**config.mk**
```make
export PLATFORM = sky130hd
export DESIGN_NAME = sar_adc_serial_ctl
export DESIGN_NICKNAME = d
export VERILOG_FILES = /design/src/rtl/sar_ctl_pkg.sv /design/src/rtl/sar_clkgen.sv /design/src/rtl/sar_result.sv /design/src/rtl/sar_serializer.sv /design/src/rtl/sar_adc_serial_ctl.sv
export SDC_FILE = /design/constraint.sdc
export NUM_CORES = 1
export LEC_CHECK = 0
export BUFFER_PORTS_ARGS = -buffer_cell sky130_fd_sc_hd__buf_2
export CAP_MARGIN = 20
export CORE_MARGIN = 2
export CORE_UTILIZATION = 58
export DETAILED_ROUTE_END_ITERATION = 8
export GPL_TIMING_DRIVEN = 0
export PLACE_DENSITY = 0.84
export SYNTH_ARGS = -nofsm -noshare
export SYNTH_HDL_FRONTEND = slang
export SYNTH_SLANG_ARGS = --single-unit
```
**constraint.sdc**
```tcl
create_clock -name clk -period 3.5 [get_ports clk]
set_input_delay 0.525 -clock clk [delete_from_list [all_inputs] [get_ports clk]]
set_output_delay 0.525 -clock clk [all_outputs]
set_load 0.02 [all_outputs]
```
**src/rtl/sar_ctl_pkg.sv**
```systemverilog
package sar_ctl_pkg;
  // master-clock edge events, valid for one system-clock cycle
  typedef struct packed {
    logic rise;
    logic fall;
  } mclk_evt_t;
endpackage

```
**src/rtl/sar_clkgen.sv**
```systemverilog
module sar_clkgen
  import sar_ctl_pkg::*;
#(
  parameter int HALF_DIV = 2
) (
  input  logic      clk,
  input  logic      rst,
  input  logic      run,
  output logic      mclk,
  output mclk_evt_t evt
);
  localparam int PERIOD = 2 * HALF_DIV;
  localparam int PH_W   = (PERIOD > 2) ? $clog2(PERIOD) : 1;

  logic [PH_W-1:0] ph_q;

  // events flag the clock edge at which mclk changes
  assign evt.rise = run && (ph_q == PH_W'(HALF_DIV - 1));
  assign evt.fall = run && (ph_q == PH_W'(PERIOD - 1));

  always_ff @(posedge clk) begin
    if (rst || !run) begin
      ph_q <= '0;
      mclk <= 1'b0;
    end else begin
      ph_q <= (ph_q == PH_W'(PERIOD - 1)) ? '0 : ph_q + 1'b1;
      if (evt.rise) mclk <= 1'b1;
      if (evt.fall) mclk <= 1'b0;
    end
  end
endmodule

```
**src/rtl/sar_result.sv**
```systemverilog
module sar_result #(
  parameter int RES_W   = 12,
  parameter int CNT_W   = 5,
  parameter bit USE_SAR = 1'b1
) (
  input  logic             clk,
  input  logic             rst,
  input  logic             start,
  input  logic             step_en,
  input  logic [CNT_W-1:0] step_idx,
  input  logic [RES_W-1:0] result_in,
  input  logic             cmp_in,
  output logic [RES_W-1:0] result,
  output logic [RES_W-1:0] dac_trial
);
  localparam logic [RES_W-1:0] SIGN = {1'b1, {(RES_W-1){1'b0}}};

  generate
    if (USE_SAR) begin : g_sar
      logic [RES_W-1:0] ob_q;   // offset-binary accumulator
      logic [RES_W-1:0] mask;
      logic             unused_par;

      assign unused_par = ^result_in;

      always_comb begin
        for (int b = 0; b < RES_W; b++)
          mask[b] = (step_idx == CNT_W'(RES_W - 1 - b));
      end

      always_ff @(posedge clk) begin
        if (rst || start) ob_q <= '0;
        else if (step_en && cmp_in) ob_q <= ob_q | mask;
      end

      assign dac_trial = (ob_q | mask) ^ SIGN;
      assign result    = ob_q ^ SIGN;
    end else begin : g_par
      logic [RES_W-1:0] cap_q;
      logic             unused_sar;

      assign unused_sar = cmp_in ^ step_en ^ (^step_idx);

      always_ff @(posedge clk) begin
        if (rst) cap_q <= '0;
        else if (start) cap_q <= result_in;
      end

      assign result    = cap_q;
      assign dac_trial = '0;
    end
  endgenerate
endmodule

```
**src/rtl/sar_serializer.sv**
```systemverilog
module sar_serializer #(
  parameter int WORD_W = 16,
  parameter int RES_W  = 12
) (
  input  logic             clk,
  input  logic             rst,
  input  logic             start,
  input  logic             rise,
  input  logic             fall,
  input  logic [RES_W-1:0] result,
  output logic             sdo_q,
  output logic             frame_q,
  output logic             done_q
);
  localparam int LEAD = WORD_W - RES_W;
  localparam int CW   = $clog2(WORD_W + 1);

  logic [CW-1:0]     fall_cnt_q;
  logic [WORD_W-1:0] word;

  assign word = {{LEAD{1'b0}}, result};

  always_ff @(posedge clk) begin
    if (rst) begin
      frame_q    <= 1'b0;
      done_q     <= 1'b0;
      sdo_q      <= 1'b1;
      fall_cnt_q <= '0;
    end else begin
      done_q <= 1'b0;
      if (start) begin
        frame_q    <= 1'b1;
        fall_cnt_q <= '0;
        sdo_q      <= word[WORD_W-1];
      end else if (frame_q) begin
        if (fall_cnt_q == CW'(WORD_W)) begin
          frame_q <= 1'b0;
          done_q  <= 1'b1;
          sdo_q   <= 1'b1;
        end else begin
          if (fall) fall_cnt_q <= fall_cnt_q + 1'b1;
          if (rise && fall_cnt_q != '0)
            sdo_q <= word[WORD_W - 1 - int'(fall_cnt_q)];
        end
      end
    end
  end


  done_frame_chk: assert property (@(posedge clk) disable iff (rst)
    done_q |-> (!frame_q && $past(frame_q)));


  fall_bound_chk: assert property (@(posedge clk) disable iff (rst)
    frame_q |-> (fall_cnt_q <= CW'(WORD_W)));
endmodule

```
**src/rtl/sar_adc_serial_ctl.sv**
```systemverilog
module sar_adc_serial_ctl
  import sar_ctl_pkg::*;
#(
  parameter int HALF_DIV   = 2,
  parameter int RES_W      = 12,
  parameter int WORD_W     = 16,
  parameter int CONV_EDGES = 19,
  parameter bit USE_SAR    = 1'b1
) (
  input  logic             clk,
  input  logic             rst,
  input  logic             conv_start,
  input  logic             cont_clk,
  input  logic [RES_W-1:0] result_in,
  input  logic             cmp_in,
  output logic [RES_W-1:0] dac_trial,
  output logic             hold,
  output logic             sclk,
  output logic             sclk_oe,
  output logic             sdata_oe,
  output logic             frame_oe,
  output logic             done
);
  localparam int CNT_W = $clog2(CONV_EDGES + 2);

  logic             start_prev_q;
  logic             busy_q;
  logic [CNT_W-1:0] rise_cnt_q;
  logic [CNT_W-1:0] target_q;
  logic             start_evt;
  mclk_evt_t        evt;
  logic [RES_W-1:0] result;
  logic             sdo_q;
  logic             frame_q;

  // edges seen while busy are swallowed: start_prev still follows the pin
  assign start_evt = conv_start && !start_prev_q && !busy_q;

  sar_clkgen #(.HALF_DIV(HALF_DIV)) u_clkgen (
    .clk  (clk),
    .rst  (rst),
    .run  (cont_clk || busy_q),
    .mclk (sclk),
    .evt  (evt)
  );

  always_ff @(posedge clk) begin
    if (rst) begin
      start_prev_q <= 1'b0;
      busy_q       <= 1'b0;
      rise_cnt_q   <= '0;
      target_q     <= CNT_W'(CONV_EDGES);
    end else begin
      start_prev_q <= conv_start;
      if (start_evt) begin
        busy_q     <= 1'b1;
        rise_cnt_q <= '0;
        // a rising edge on the start edge itself costs one extra edge
        target_q   <= (cont_clk && evt.rise) ? CNT_W'(CONV_EDGES + 1)
                                             : CNT_W'(CONV_EDGES);
      end else if (busy_q && evt.rise) begin
        rise_cnt_q <= rise_cnt_q + 1'b1;
        if (rise_cnt_q + 1'b1 == target_q) busy_q <= 1'b0;
      end
    end
  end

  sar_result #(.RES_W(RES_W), .CNT_W(CNT_W), .USE_SAR(USE_SAR)) u_result (
    .clk       (clk),
    .rst       (rst),
    .start     (start_evt),
    .step_en   (busy_q && evt.rise && (rise_cnt_q < CNT_W'(RES_W))),
    .step_idx  (rise_cnt_q),
    .result_in (result_in),
    .cmp_in    (cmp_in),
    .result    (result),
    .dac_trial (dac_trial)
  );

  sar_serializer #(.WORD_W(WORD_W), .RES_W(RES_W)) u_ser (
    .clk     (clk),
    .rst     (rst),
    .start   (start_evt),
    .rise    (evt.rise),
    .fall    (evt.fall),
    .result  (result),
    .sdo_q   (sdo_q),
    .frame_q (frame_q),
    .done_q  (done)
  );

  assign hold     = busy_q;
  assign sclk_oe  = cont_clk || busy_q;
  assign frame_oe = frame_q;
  assign sdata_oe = frame_q && !sdo_q;


  frame_in_conv_chk: assert property (@(posedge clk) disable iff (rst)
    frame_oe |-> busy_q);


  no_restart_chk: assert property (@(posedge clk) disable iff (rst)
    busy_q |=> (!busy_q || rise_cnt_q >= $past(rise_cnt_q)));


  gated_len_chk: assert property (@(posedge clk) disable iff (rst)
    ($rose(busy_q) && !$past(cont_clk)) |-> (target_q == CNT_W'(CONV_EDGES)));


  target_range_chk: assert property (@(posedge clk) disable iff (rst)
    busy_q |-> (target_q == CNT_W'(CONV_EDGES) ||
                target_q == CNT_W'(CONV_EDGES + 1)));
endmodule

```
==> impl_summary.log, run 1 <==
INFO  metric design.final.nets = 246
INFO  metric ios = 35
INFO  metric cp.required = 2.97 ns
INFO  metric sequential_share_of_power = 56.1%
INFO  metric synth_top_flop_cell = sky130_fd_sc_hd__dfxtp_1
INFO  metric place.detailed.hpwl = 2473 um
INFO  metric tritoncts = built
INFO  metric skew = 0.007097 ns
INFO  metric fp.dieArea = 3573 sq um
INFO  metric drt_pass1_iterations = 4
INFO  metric first_global_vias = 1247
INFO  metric postCtsHoldBufs = 0
INFO  metric slew-limit-headroom = 70.95%
INFO  metric utilization = 67.29%
INFO  metric grt_antenna_before_repair = 0
INFO  metric layout_min_cycle_time = 2.254 ns
INFO  metric report.final.hold_viol_count = 0
INFO  metric finalSetupTns = 0 ns
INFO  metric power.clock.fraction = 34.5%
INFO  metric origin_of_the_critical_flop_to_flop_path = rise_cnt_q[0]
INFO  metric synth_edf_count = 0
INFO  metric clockRootBuffer = sky130_fd_sc_hd__clkbuf_4
INFO  metric clkLatencyLatePin = 0.33 ns
INFO  metric proportion_of_synthesized_flip_flops_having_asynchronous_set_or_reset = 0%
INFO  metric worstSetupPathType = reg2out
INFO  metric multi_input_area = 1067 sq um
INFO  metric worst_hold_path.endpoint = start_prev_q
INFO  metric routed_via_density = 5.449
INFO  metric total_length_of_routed_wires = 3378 um
INFO  metric power-per-cell-area = 336.9 nW/um^2
INFO  metric fin_crit_sh = 64.40%
INFO  metric setup.reg_to_reg.worst_slack = 1.69 ns
INFO  metric syn_area_per_cell = 9.397 sq um
INFO  metric cell_leakage_power = 0.8654 nW
INFO  metric clock.fmax = 0.4437 GHz
INFO  metric number_of_pins_exceeding_their_max_slew_limit_in_the_final_report = 0
INFO  metric power_switching_share = 24.98%
INFO  metric syn-cell-area = 1804 sq um
INFO  metric holdWs = 0.4074 ns
INFO  metric cts_post_setup_buffers_inserted = 0
INFO  metric width_of_the_die = 59.78 um
INFO  metric yosys.area_share.adder = 5.548%
INFO  metric synthesis.instances = 192
INFO  metric synth.mux.area_fraction = 4.438%
INFO  metric rsz_0062_raised_after_global_routing = no
INFO  metric cts_inserted_buffers = 5
INFO  metric fp_rows = 20
INFO  metric reg2reg_to = hold
INFO  metric grt_start_max_net_pins = 11
INFO  metric min_path_type = in2reg
INFO  metric cts.clk_slew.worst_paths = 0.09 ns
INFO  metric timing.final.setup_violations = 0
INFO  metric global_route_wire_length_before_repair = 5782 um
INFO  metric overflow = 0
INFO  metric post_synthesis_compound_gate_area_fraction = 11.72%
INFO  metric critical_path.startpoint_type = flip-flop
INFO  metric drt.antenna.violating_nets = 0
INFO  metric vias = 1384
INFO  metric synth_warnings = 0
INFO  metric ys_top_cells_by_area = sky130_fd_sc_hd__dfxtp_1 (36%), sky130_fd_sc_hd__nor3b_2 (6.2%), sky130_fd_sc_hd__nor2_1 (5.8%)
INFO  metric mean_routed_wirelength_per_cell = 13.30 um
INFO  metric port-buffer-count = 22
INFO  metric final_layout_size_suffix_gt1_share = 26.24%
INFO  metric clock_tree.buffer_depth = 2
INFO  metric cp_max_fo = 6
INFO  metric numClockSinks = 32
INFO  metric post_synth_xor_area_fraction = 4.369%
INFO  metric vdd.ir_drop.worst = 0.2037 mV
INFO  metric ff2ff_path_depth = 5
INFO  metric postSynthNetCount = 217
INFO  metric holdPathStages = 2
INFO  metric area_share_of_the_largest_cell_type_after_synthesis = 35.51%
INFO  metric remaining_drc_errors = 0
INFO  metric gp_congestion = 0.8095
INFO  metric internal_power = 510.7 uW
INFO  metric number_of_synthesized_register_bits = 32
INFO  metric status = complete, no violations
INFO  metric tightest_slew = 0.4247 ns
INFO  metric cts_htree_levels = 2
INFO  metric n_fill_cell = 261
INFO  metric synth.distinct_cells = 45
INFO  metric cts.repair.resized = 0
INFO  metric ys_seq_area_share = 35.51%
INFO  metric area_growth_syn_to_layout = 12.00%
INFO  metric antenna_cells = 0
INFO  metric layout.area.seq = 640.6 sq um
INFO  metric globalRouteTotalUtil = 21.59%
INFO  metric post_synthesis_simple_gate_area_fraction = 33.08%
INFO  metric switching_power_total = 170.0 uW
INFO  metric core_region_area = 3003 sq um
INFO  metric initialDrtViolationCount = 53
INFO  metric power.share.combinational = 9.5%
INFO  metric max_cap_viol_count = 0
INFO  metric synth_top_family_by_area = simple AND/OR/NAND/NOR gates
INFO  metric worst-endpoint-arrival = 1.73 ns
INFO  metric floorplan.initialDensity = 60.08%
INFO  metric critPathCaptureType = output port
INFO  metric p_total = 680.7 uW
INFO  metric synth.largest_area_cell = sky130_fd_sc_hd__dfxtp_1
INFO  metric die_h = 59.78 um
INFO  metric min_from = conv_start
## through the flow
| stage | instance area [sq um] | cells | setup slack (ns) |
|---|---|---|---|
| final | 2021 | 254 | 1.246 |
| after detailed placement | 1956 | 247 | 1.625 |
| after global routing | 2021 | 254 | 1.174 |
| after global placement | 1956 | 247 | 1.627 |
| after CTS | 2021 | 254 | 1.243 |
| after floorplan | 1804 | 192 | 1.681 |
## power by group through the flow
stage / logic, mW / clock network [mW] / registers, mW
global placement: 0.0635 / 0 / 0.390
CTS: 0.0652 / 0.242 / 0.382
global route: 0.0710 / 0.252 / 0.383
finish: 0.0643 / 0.235 / 0.382
detailed placement: 0.0648 / 0 / 0.390
floorplan: 0.0433 / 0 / 0.392
## how the worst max path moves through the flow
stage             startpoint            end  cells after the start
2_1_floorplan  rise_cnt_q[0]  dac_trial[11]                      4
3_3_place_gp   rise_cnt_q[0]  dac_trial[11]                      5
3_5_place_dp   rise_cnt_q[0]  dac_trial[11]                      5
4_1_cts        rise_cnt_q[0]  dac_trial[11]                      5
5_1_grt        rise_cnt_q[0]  dac_trial[11]                      5
6_report       rise_cnt_q[0]  dac_trial[11]                      5
## sequential cells by signal, summed over array words and instances, names as in the netlist, 2 cells and up
signal and count:
u_result.g_sar.ob_q 12, rise_cnt_q 5, u_ser.fall_cnt_q 5, target_q 2, u_clkgen.ph_q 2
## synth_stat cells, types with 2 or more instances
cell type,instances
sky130_fd_sc_hd__a2111oi_0,2
sky130_fd_sc_hd__a21o_1,12
sky130_fd_sc_hd__a21oi_1,8
sky130_fd_sc_hd__and2b_4,3
sky130_fd_sc_hd__buf_2,5
sky130_fd_sc_hd__buf_6,3
sky130_fd_sc_hd__dfxtp_1,32
sky130_fd_sc_hd__ha_1,8
sky130_fd_sc_hd__inv_1,6
sky130_fd_sc_hd__mux2i_1,8
sky130_fd_sc_hd__nand2_1,7
sky130_fd_sc_hd__nand2b_1,3
sky130_fd_sc_hd__nand3_1,4
sky130_fd_sc_hd__nand4_1,3
sky130_fd_sc_hd__nor2_1,28
sky130_fd_sc_hd__nor2b_1,6
sky130_fd_sc_hd__nor3_1,4
sky130_fd_sc_hd__nor3b_1,3
sky130_fd_sc_hd__nor3b_2,9
sky130_fd_sc_hd__nor4b_1,2
sky130_fd_sc_hd__o21ai_0,3
sky130_fd_sc_hd__or3_1,2
sky130_fd_sc_hd__or3b_1,2
sky130_fd_sc_hd__xnor2_1,5
sky130_fd_sc_hd__xor2_1,4
## logic make-up after synthesis
family	Yosys count
mux	8
xor+xnor	9
simple gates	88
flops	32
fa+ha+maj	8
compound gates	30
buf+inv	17
## worst max-delay path, cell delays in order (launching register included)
cell and delay (ns):
sky130_fd_sc_hd__dfxtp_1 0.48, sky130_fd_sc_hd__inv_1 0.14, sky130_fd_sc_hd__ha_1 0.22, sky130_fd_sc_hd__and2b_4 0.18
sky130_fd_sc_hd__a21oi_1 0.18, sky130_fd_sc_hd__buf_2 0.20
## cell usage in the layout (no fill, tap or decap), drive strengths merged, types with 2 or more instances in the layout
cell / count
mux2i: 8
nand3: 5
buf: 31
a2111oi: 3
or3b: 2
nand2: 8
or3: 2
dfxtp: 32
nor3: 5
xnor2: 5
nor2b: 6
nor2: 28
nand2b: 3
and2b: 4
ha: 8
nor3b: 13
clkbuf: 8
or2: 2
inv: 6
nor4b: 3
a21oi: 8
o21ai: 3
nand4: 3
a21o: 12
xor2: 4
## cell type report
class / instances / area share (%)
multi-input cells: 143 / 52.82
flip-flops and latches: 32 / 31.70
well taps: 33 / 2.043
repair buffers: 22 / 5.449
plain buffers: 10 / 3.467
clock buffers: 7 / 3.220
inverters: 7 / 1.300
## per-layer routing
metal  routed length, um  global-route usage (%)  vias up
met4                  38                   7.619        0
met3                 136                   6.061        5
met1                1646                   28.84      627
met5                   0                       0        -
met2                1556                   33.23       29
li1                    -                       -      723
(Power assumes the default switching activity.)
==> run 2, diff against run 1 <==
--- a/config.mk
+++ b/config.mk
@@ -8,10 +8,10 @@
 export BUFFER_PORTS_ARGS = -buffer_cell sky130_fd_sc_hd__buf_2
 export CAP_MARGIN = 20
 export CORE_MARGIN = 2
-export CORE_UTILIZATION = 58
+export CORE_UTILIZATION = 49
 export DETAILED_ROUTE_END_ITERATION = 8
 export GPL_TIMING_DRIVEN = 0
-export PLACE_DENSITY = 0.84
+export PLACE_DENSITY = 0.76
 export SYNTH_ARGS = -nofsm -noshare
 export SYNTH_HDL_FRONTEND = slang
 export SYNTH_SLANG_ARGS = --single-unit
==> constraint.sdc (replaced) <==
create_clock -name clk -period 1.8 [get_ports clk]
set_input_delay 0.27 -clock clk [delete_from_list [all_inputs] [get_ports clk]]
set_output_delay 0.27 -clock clk [all_outputs]
set_load 0.02 [all_outputs]
==> impl_summary.log, run 2 (synthesis gave the netlist of run 1 again) <==
INFO  metric top_registers = u_result.g_sar.ob_q (12), rise_cnt_q (5), u_ser.fall_cnt_q (5)
INFO  metric number_of_pins_exceeding_their_max_slew_limit_in_the_final_report = 0
INFO  metric clock.fmax = 0.5729 GHz
INFO  metric skew = 0.004404 ns
INFO  metric timing.critical_path.cells = inv_1, ha_2, and2b_4, a21o_1, buf_2
INFO  metric status = complete, no violations
INFO  metric layout_commonest_cell = sky130_fd_sc_hd__dfxtp_1
INFO  metric utilization = 58.22%
INFO  metric first_global_vias = 1403
INFO  metric fin_crit_sh = 96.98%
INFO  metric globalRouteTotalUtil = 19.87%
INFO  metric critPathTopFamily = flip-flops
INFO  metric final_layout_size_suffix_gt1_share = 30.63%
INFO  metric cell_leakage_power = 0.8741 nW
INFO  metric dp_slack = -0.05478 ns
INFO  metric cp_max_fo = 5
INFO  metric ios = 35
INFO  metric drt_pass1_iterations = 4
INFO  metric min_path_type = in2reg
INFO  metric power.clock.fraction = 37.5%
INFO  metric area_growth_syn_to_layout = 16.37%
INFO  metric overflow = 0
INFO  metric switching_power_total = 361.5 uW
INFO  metric tightest_slew = 0.4317 ns
INFO  metric p_total = 1.398 mW
INFO  metric rsz_0062_raised_after_global_routing = no
INFO  metric tritoncts = built
INFO  metric floorplan.initialDensity = 50.03%
INFO  metric global_route_wire_length_before_repair = 6341 um
INFO  metric worstSetupPathType = reg2out
INFO  metric cp_slowest_cell = sky130_fd_sc_hd__dfxtp_2
INFO  metric total_length_of_routed_wires = 3689 um
INFO  metric mean_routed_wirelength_per_cell = 13.66 um
INFO  metric fp_rows = 22
INFO  metric report.final.hold_viol_count = 0
INFO  metric worst-path-buf-inv = 2
INFO  metric place.detailed.hpwl = 2687 um
INFO  metric reg2reg_to = u_ser.sdo_q
INFO  metric initialDrtViolationCount = 47
INFO  metric critical_path_cell_count = 5
INFO  metric final.setup.worst_slack = 0.05438 ns
INFO  metric power_switching_share = 25.85%
INFO  metric final_cell_mix = sky130_fd_sc_hd__dfxtp_1 (30), sky130_fd_sc_hd__nor2_1 (28), sky130_fd_sc_hd__buf_2 (25), sky130_fd_sc_hd__a21o_1 (12), sky130_fd_sc_hd__nor3b_2 (9)
INFO  metric vias = 1444
INFO  metric numClockSinks = 32
INFO  metric timing.critical_path.slowest_cell_delay = 0.39 ns
INFO  metric max_cap_viol_count = 0
INFO  metric core_region_area = 3606 sq um
INFO  metric antenna_cells = 0
INFO  metric clockRootBuffer = sky130_fd_sc_hd__clkbuf_8
INFO  metric number_of_flip_flops_in_the_largest_register = 12
INFO  metric critPathLaunch = rise_cnt_q[1]
INFO  metric timing.final.setup_violations = 0
INFO  metric grt_antenna_before_repair = 0
INFO  metric cts_htree_levels = 2
INFO  metric sequential_share_of_power = 53.1%
INFO  metric power-per-cell-area = 666.0 nW/um^2
INFO  metric vdd.ir_drop.worst = 0.3713 mV
INFO  metric holdWs = 0.2080 ns
INFO  metric finalSetupTns = 0 ns
INFO  metric slew-limit-headroom = 71.15%
INFO  metric power.share.combinational = 9.3%
INFO  metric port-buffer-count = 22
INFO  metric fp.dieArea = 4184 sq um
INFO  metric critical_path.startpoint_type = flip-flop
INFO  metric setup.reg_to_reg.worst_slack = 0.11 ns
INFO  metric layout_min_cycle_time = 1.746 ns
INFO  metric remaining_drc_errors = 0
INFO  metric cp.required = 1.53 ns
INFO  metric design.final.nets = 247
INFO  metric clock_tree.buffer_depth = 2
INFO  metric width_of_the_die = 64.68 um
INFO  metric postCtsHoldBufs = 0
INFO  metric routed_via_density = 5.348
INFO  metric cts.clk_slew.worst_paths = 0.06 ns
INFO  metric grt_start_max_net_pins = 11
INFO  metric worst-endpoint-arrival = 1.48 ns
INFO  metric drt.antenna.violating_nets = 0
INFO  metric max_flop_register = u_result.g_sar.ob_q
INFO  metric clkLatencyLatePin = 0.29 ns
INFO  metric origin_of_the_critical_flop_to_flop_path = u_ser.fall_cnt_q[0]
INFO  metric gp_congestion = 0.7745
INFO  metric cts_inserted_buffers = 5
INFO  metric die_h = 64.68 um
INFO  metric ff2ff_path_depth = 5
INFO  metric internal_power = 1.037 mW
INFO  metric critPathCaptureType = output port
INFO  metric critPathCapture = dac_trial[3]
run 2: changes by cell type in the layout (fill, tap and decap cells not counted), sizes merged:
cell and delta:
clkinv +1
run 2: what timing repair did:
item / in CTS / in global routing
gates cloned: 0 / 0
resized for setup: 6 / 9
setup buffers: 1 / 0
setup endpoints to repair: 10 / 5
run 2: cell type report:
cell class / instances / area [sq um]
plain buffers: 10 / 72.57
clock buffers: 6 / 72.57
clock inverters: 1 / 5.005
fillers: 351 / 1506
inverters: 7 / 26.28
multi-input cells: 143 / 1097
flip-flops and latches: 32 / 645.6
well taps: 48 / 60.06
repair buffers: 23 / 120.1
run 2: power by group through the flow:
stage | registers (mW) | logic, mW | clock network [mW]
final | 0.743 | 0.131 | 0.525
after global routing | 0.745 | 0.144 | 0.562
after CTS | 0.742 | 0.130 | 0.532
after detailed placement | 0.760 | 0.126 | 0
after global placement | 0.759 | 0.125 | 0
after floorplan | 0.763 | 0.0843 | 0
run 2: how the worst min path moves through the flow:
stage	startpoint	end	slack (ns)	depth (start not counted)
final	conv_start	start_prev_q	0.21	2
after global placement	u_clkgen.ph_q[0]	u_clkgen.ph_q[0]	0.44	1
after floorplan	rst	target_q[2]	0.34	1
after CTS	conv_start	start_prev_q	0.21	2
after detailed placement	u_clkgen.ph_q[0]	u_clkgen.ph_q[0]	0.45	1
after global routing	rst	u_ser.frame_q	0.24	2
run 2: through the flow:
step / area, sq um / cells
after floorplan: 1804 / 192
after global placement: 1974 / 262
after detailed placement: 1974 / 262
after CTS: 2074 / 270
after global routing: 2100 / 270
final: 2100 / 270
run 2: routing by layer:
metal | GRT usage, % | part of all wire [%] | vias to the layer above
met5 | 0 | 0 | -
met2 | 31.77 | 46 | 33
met4 | 10.90 | 2.4 | 0
met1 | 24.84 | 48 | 681
li1 | - | - | 722
met3 | 4.340 | 3.7 | 8
==> run 3, diff against run 2 <==
==> constraint.sdc (replaced) <==
create_clock -name clk -period 1.55 [get_ports clk]
set_input_delay 0.2325 -clock clk [delete_from_list [all_inputs] [get_ports clk]]
set_output_delay 0.2325 -clock clk [all_outputs]
set_load 0.02 [all_outputs]
==> impl_summary.log, run 3 (synthesis gave the netlist of run 1 again) <==
INFO  metric cts.clk_slew.worst_paths = 0.07 ns
INFO  metric cts_inserted_buffers = 5
INFO  metric drt_pass1_iterations = 4
INFO  metric worst-endpoint-arrival = 1.41 ns
INFO  metric design.final.nets = 257
INFO  metric min_path_type = in2reg
INFO  metric switching_power_total = 465.9 uW
INFO  metric tightest_slew = 0.4266 ns
INFO  metric global_route_wire_length_before_repair = 6451 um
INFO  metric core_region_area = 3606 sq um
INFO  metric layout_min_cycle_time = 1.639 ns
INFO  metric status = finished, violations left
INFO  metric cp_slowest_cell = sky130_fd_sc_hd__dfxtp_4
INFO  metric clock.fmax = 0.6103 GHz
INFO  metric fp_rows = 22
INFO  metric clock_tree.buffer_depth = 2
INFO  metric final.setup.worst_slack = -0.08866 ns
INFO  metric gp_congestion = 0.7949
INFO  metric overflow = 0
INFO  metric width_of_the_die = 64.68 um
INFO  metric max_cap_viol_count = 0
INFO  metric ios = 35
INFO  metric fin_area = 2449 sq um
INFO  metric port-buffer-count = 22
INFO  metric remaining_drc_errors = 0
INFO  metric total_length_of_routed_wires = 4154 um
INFO  metric power_switching_share = 23.86%
INFO  metric cp_max_fo = 6
INFO  metric routed_via_density = 5.324
INFO  metric globalRouteTotalUtil = 20.62%
INFO  metric worstSetupPathType = reg2out
INFO  metric violations = negative setup slack
INFO  metric number_of_flip_flops_in_the_largest_register = 12
INFO  metric min_from = conv_start
INFO  metric grt_start_max_net_pins = 11
INFO  metric max_flop_register = u_result.g_sar.ob_q
INFO  metric number_of_pins_exceeding_their_max_slew_limit_in_the_final_report = 0
INFO  metric tritoncts = built
INFO  metric antenna_cells = 0
INFO  metric cell_leakage_power = 0.9703 nW
INFO  metric first_global_vias = 1363
INFO  metric setup.reg_to_reg.worst_slack = -0.03 ns
INFO  metric clockRootBuffer = sky130_fd_sc_hd__clkbuf_8
INFO  metric sequential_share_of_power = 44.4%
INFO  metric skew = 0.003301 ns
INFO  metric rsz_0062_raised_after_global_routing = yes
INFO  metric numClockSinks = 32
INFO  metric mean_routed_wirelength_per_cell = 14.78 um
INFO  metric top_registers = u_result.g_sar.ob_q (12), rise_cnt_q (5), u_ser.fall_cnt_q (5)
INFO  metric utilization = 67.90%
INFO  metric power-per-cell-area = 797.5 nW/um^2
INFO  metric slew-limit-headroom = 71.49%
INFO  metric internal_power = 1.487 mW
INFO  metric vias = 1496
INFO  metric critPathCaptureType = output port
INFO  metric initialDrtViolationCount = 102
INFO  metric final_layout_size_suffix_gt1_share = 43.35%
INFO  metric worst_hold_path.endpoint = start_prev_q
INFO  metric vdd.ir_drop.worst = 0.5412 mV
INFO  metric floorplan.initialDensity = 50.03%
INFO  metric holdPathStages = 2
INFO  metric area_growth_syn_to_layout = 35.71%
INFO  metric fp.dieArea = 4184 sq um
INFO  metric timing.final.setup_violations = 13
INFO  metric clkLatencyLatePin = 0.30 ns
INFO  metric reg2reg_to = hold
INFO  metric cts_htree_levels = 2
INFO  metric drt.antenna.violating_nets = 0
INFO  metric cp.required = 1.32 ns
INFO  metric dpl-instance-area = 1979 sq um
INFO  metric die_h = 64.68 um
INFO  metric timing.critical_path.slowest_cell_delay = 0.41 ns
INFO  metric critical_path.startpoint_type = flip-flop
INFO  metric report.final.hold_viol_count = 0
INFO  metric ff2ff_path_depth = 5
INFO  metric power.share.combinational = 9.3%
INFO  metric power.clock.fraction = 46.3%
INFO  metric timing.critical_path.cells = inv_4, ha_4, and2b_4, a21o_1, buf_6
INFO  metric grt_antenna_before_repair = 0
INFO  metric origin_of_the_critical_flop_to_flop_path = rise_cnt_q[0]
INFO  metric final_cell_mix = sky130_fd_sc_hd__nor2_1 (24), sky130_fd_sc_hd__dfxtp_1 (24), sky130_fd_sc_hd__buf_6 (17), sky130_fd_sc_hd__buf_2 (13), sky130_fd_sc_hd__buf_4 (13)
INFO  metric fin_crit_sh = 105.7%
INFO  metric postCtsHoldBufs = 0
INFO  metric place.detailed.hpwl = 2565 um
## run 3: cell types whose count changed in the layout (fill, tap and decap cells not counted), moves of 5 or more
cell                      delta
sky130_fd_sc_hd__buf_4      +10
sky130_fd_sc_hd__ha_4        +5
sky130_fd_sc_hd__dfxtp_1     -6
sky130_fd_sc_hd__buf_6      +14
sky130_fd_sc_hd__dfxtp_2     +5
sky130_fd_sc_hd__buf_2      -12
## run 3: how the worst max path moves through the flow
stage | from | to | slack, ns | depth (start not counted)
3_5_place_dp | u_ser.fall_cnt_q[0] | u_ser.sdo_q | -0.18 | 5
2_1_floorplan | rise_cnt_q[1] | hold | 0.01 | 5
3_3_place_gp | u_ser.fall_cnt_q[0] | u_ser.sdo_q | -0.26 | 5
6_report | rise_cnt_q[0] | dac_trial[3] | -0.09 | 5
5_1_grt | rise_cnt_q[0] | dac_trial[3] | -0.12 | 5
4_1_cts | rise_cnt_q[0] | dac_trial[3] | -0.07 | 5
## run 3: power groups by stage
| stage | Sequential [mW] | Combinational (mW) | Clock (mW) |
|---|---|---|---|
| finish | 0.868 | 0.182 | 0.903 |
| global route | 0.870 | 0.198 | 0.938 |
| CTS | 0.863 | 0.165 | 0.906 |
| detailed placement | 0.883 | 0.146 | 0 |
| global placement | 0.882 | 0.144 | 0 |
| floorplan | 0.886 | 0.0978 | 0 |
## run 3: area by class of cell
cell class,instances,area [sq um]
Buffer,8,71.32
Clock buffer,7,96.34
Clock inverter,1,30.03
Fill cell,270,1157
Inverter,7,31.28
Multi-Input combinational cell,143,1221
Sequential cell,32,655.6
Tap cell,48,60.06
Timing Repair Buffer,35,282.8
## run 3: through the flow
step	total power, mW	cells	setup slack (ns)	setup TNS, ns	hold WS, ns
floorplan	0.9842	192	0.01206	0	0.3016
global placement	1.026	262	-0.2635	-1.001	0.4371
detailed placement	1.029	262	-0.1797	-0.9221	0.4458
CTS	1.934	277	-0.06986	-0.7539	0.1703
global route	2.005	281	-0.1224	-1.357	0.1930
finish	1.953	281	-0.08866	-0.8348	0.1749
## run 3: worst max-delay path: cells and delay by family (launching register included)
kind / cells / cell delay (ns)
flops: 1 / 0.41
buf+inv: 2 / 0.20
compound gates: 1 / 0.19
simple gates: 1 / 0.17
fa+ha+maj: 1 / 0.15
## run 3: timing repair
action | CTS | global route
cloned | 0 | 1
resized for setup | 52 | 19
buffers inserted | 7 | 5
setup endpoints to repair | 34 | 28
pin swaps | 8 | 6
## run 3: per-layer routing
metal  GRT usage [%]  wire length [um]  share of wire, %
met3           6.771               161               3.9
met1           26.41              1863                45
met5               0                 0                 0
met2           32.55              2068                50
met4           7.181                61               1.5
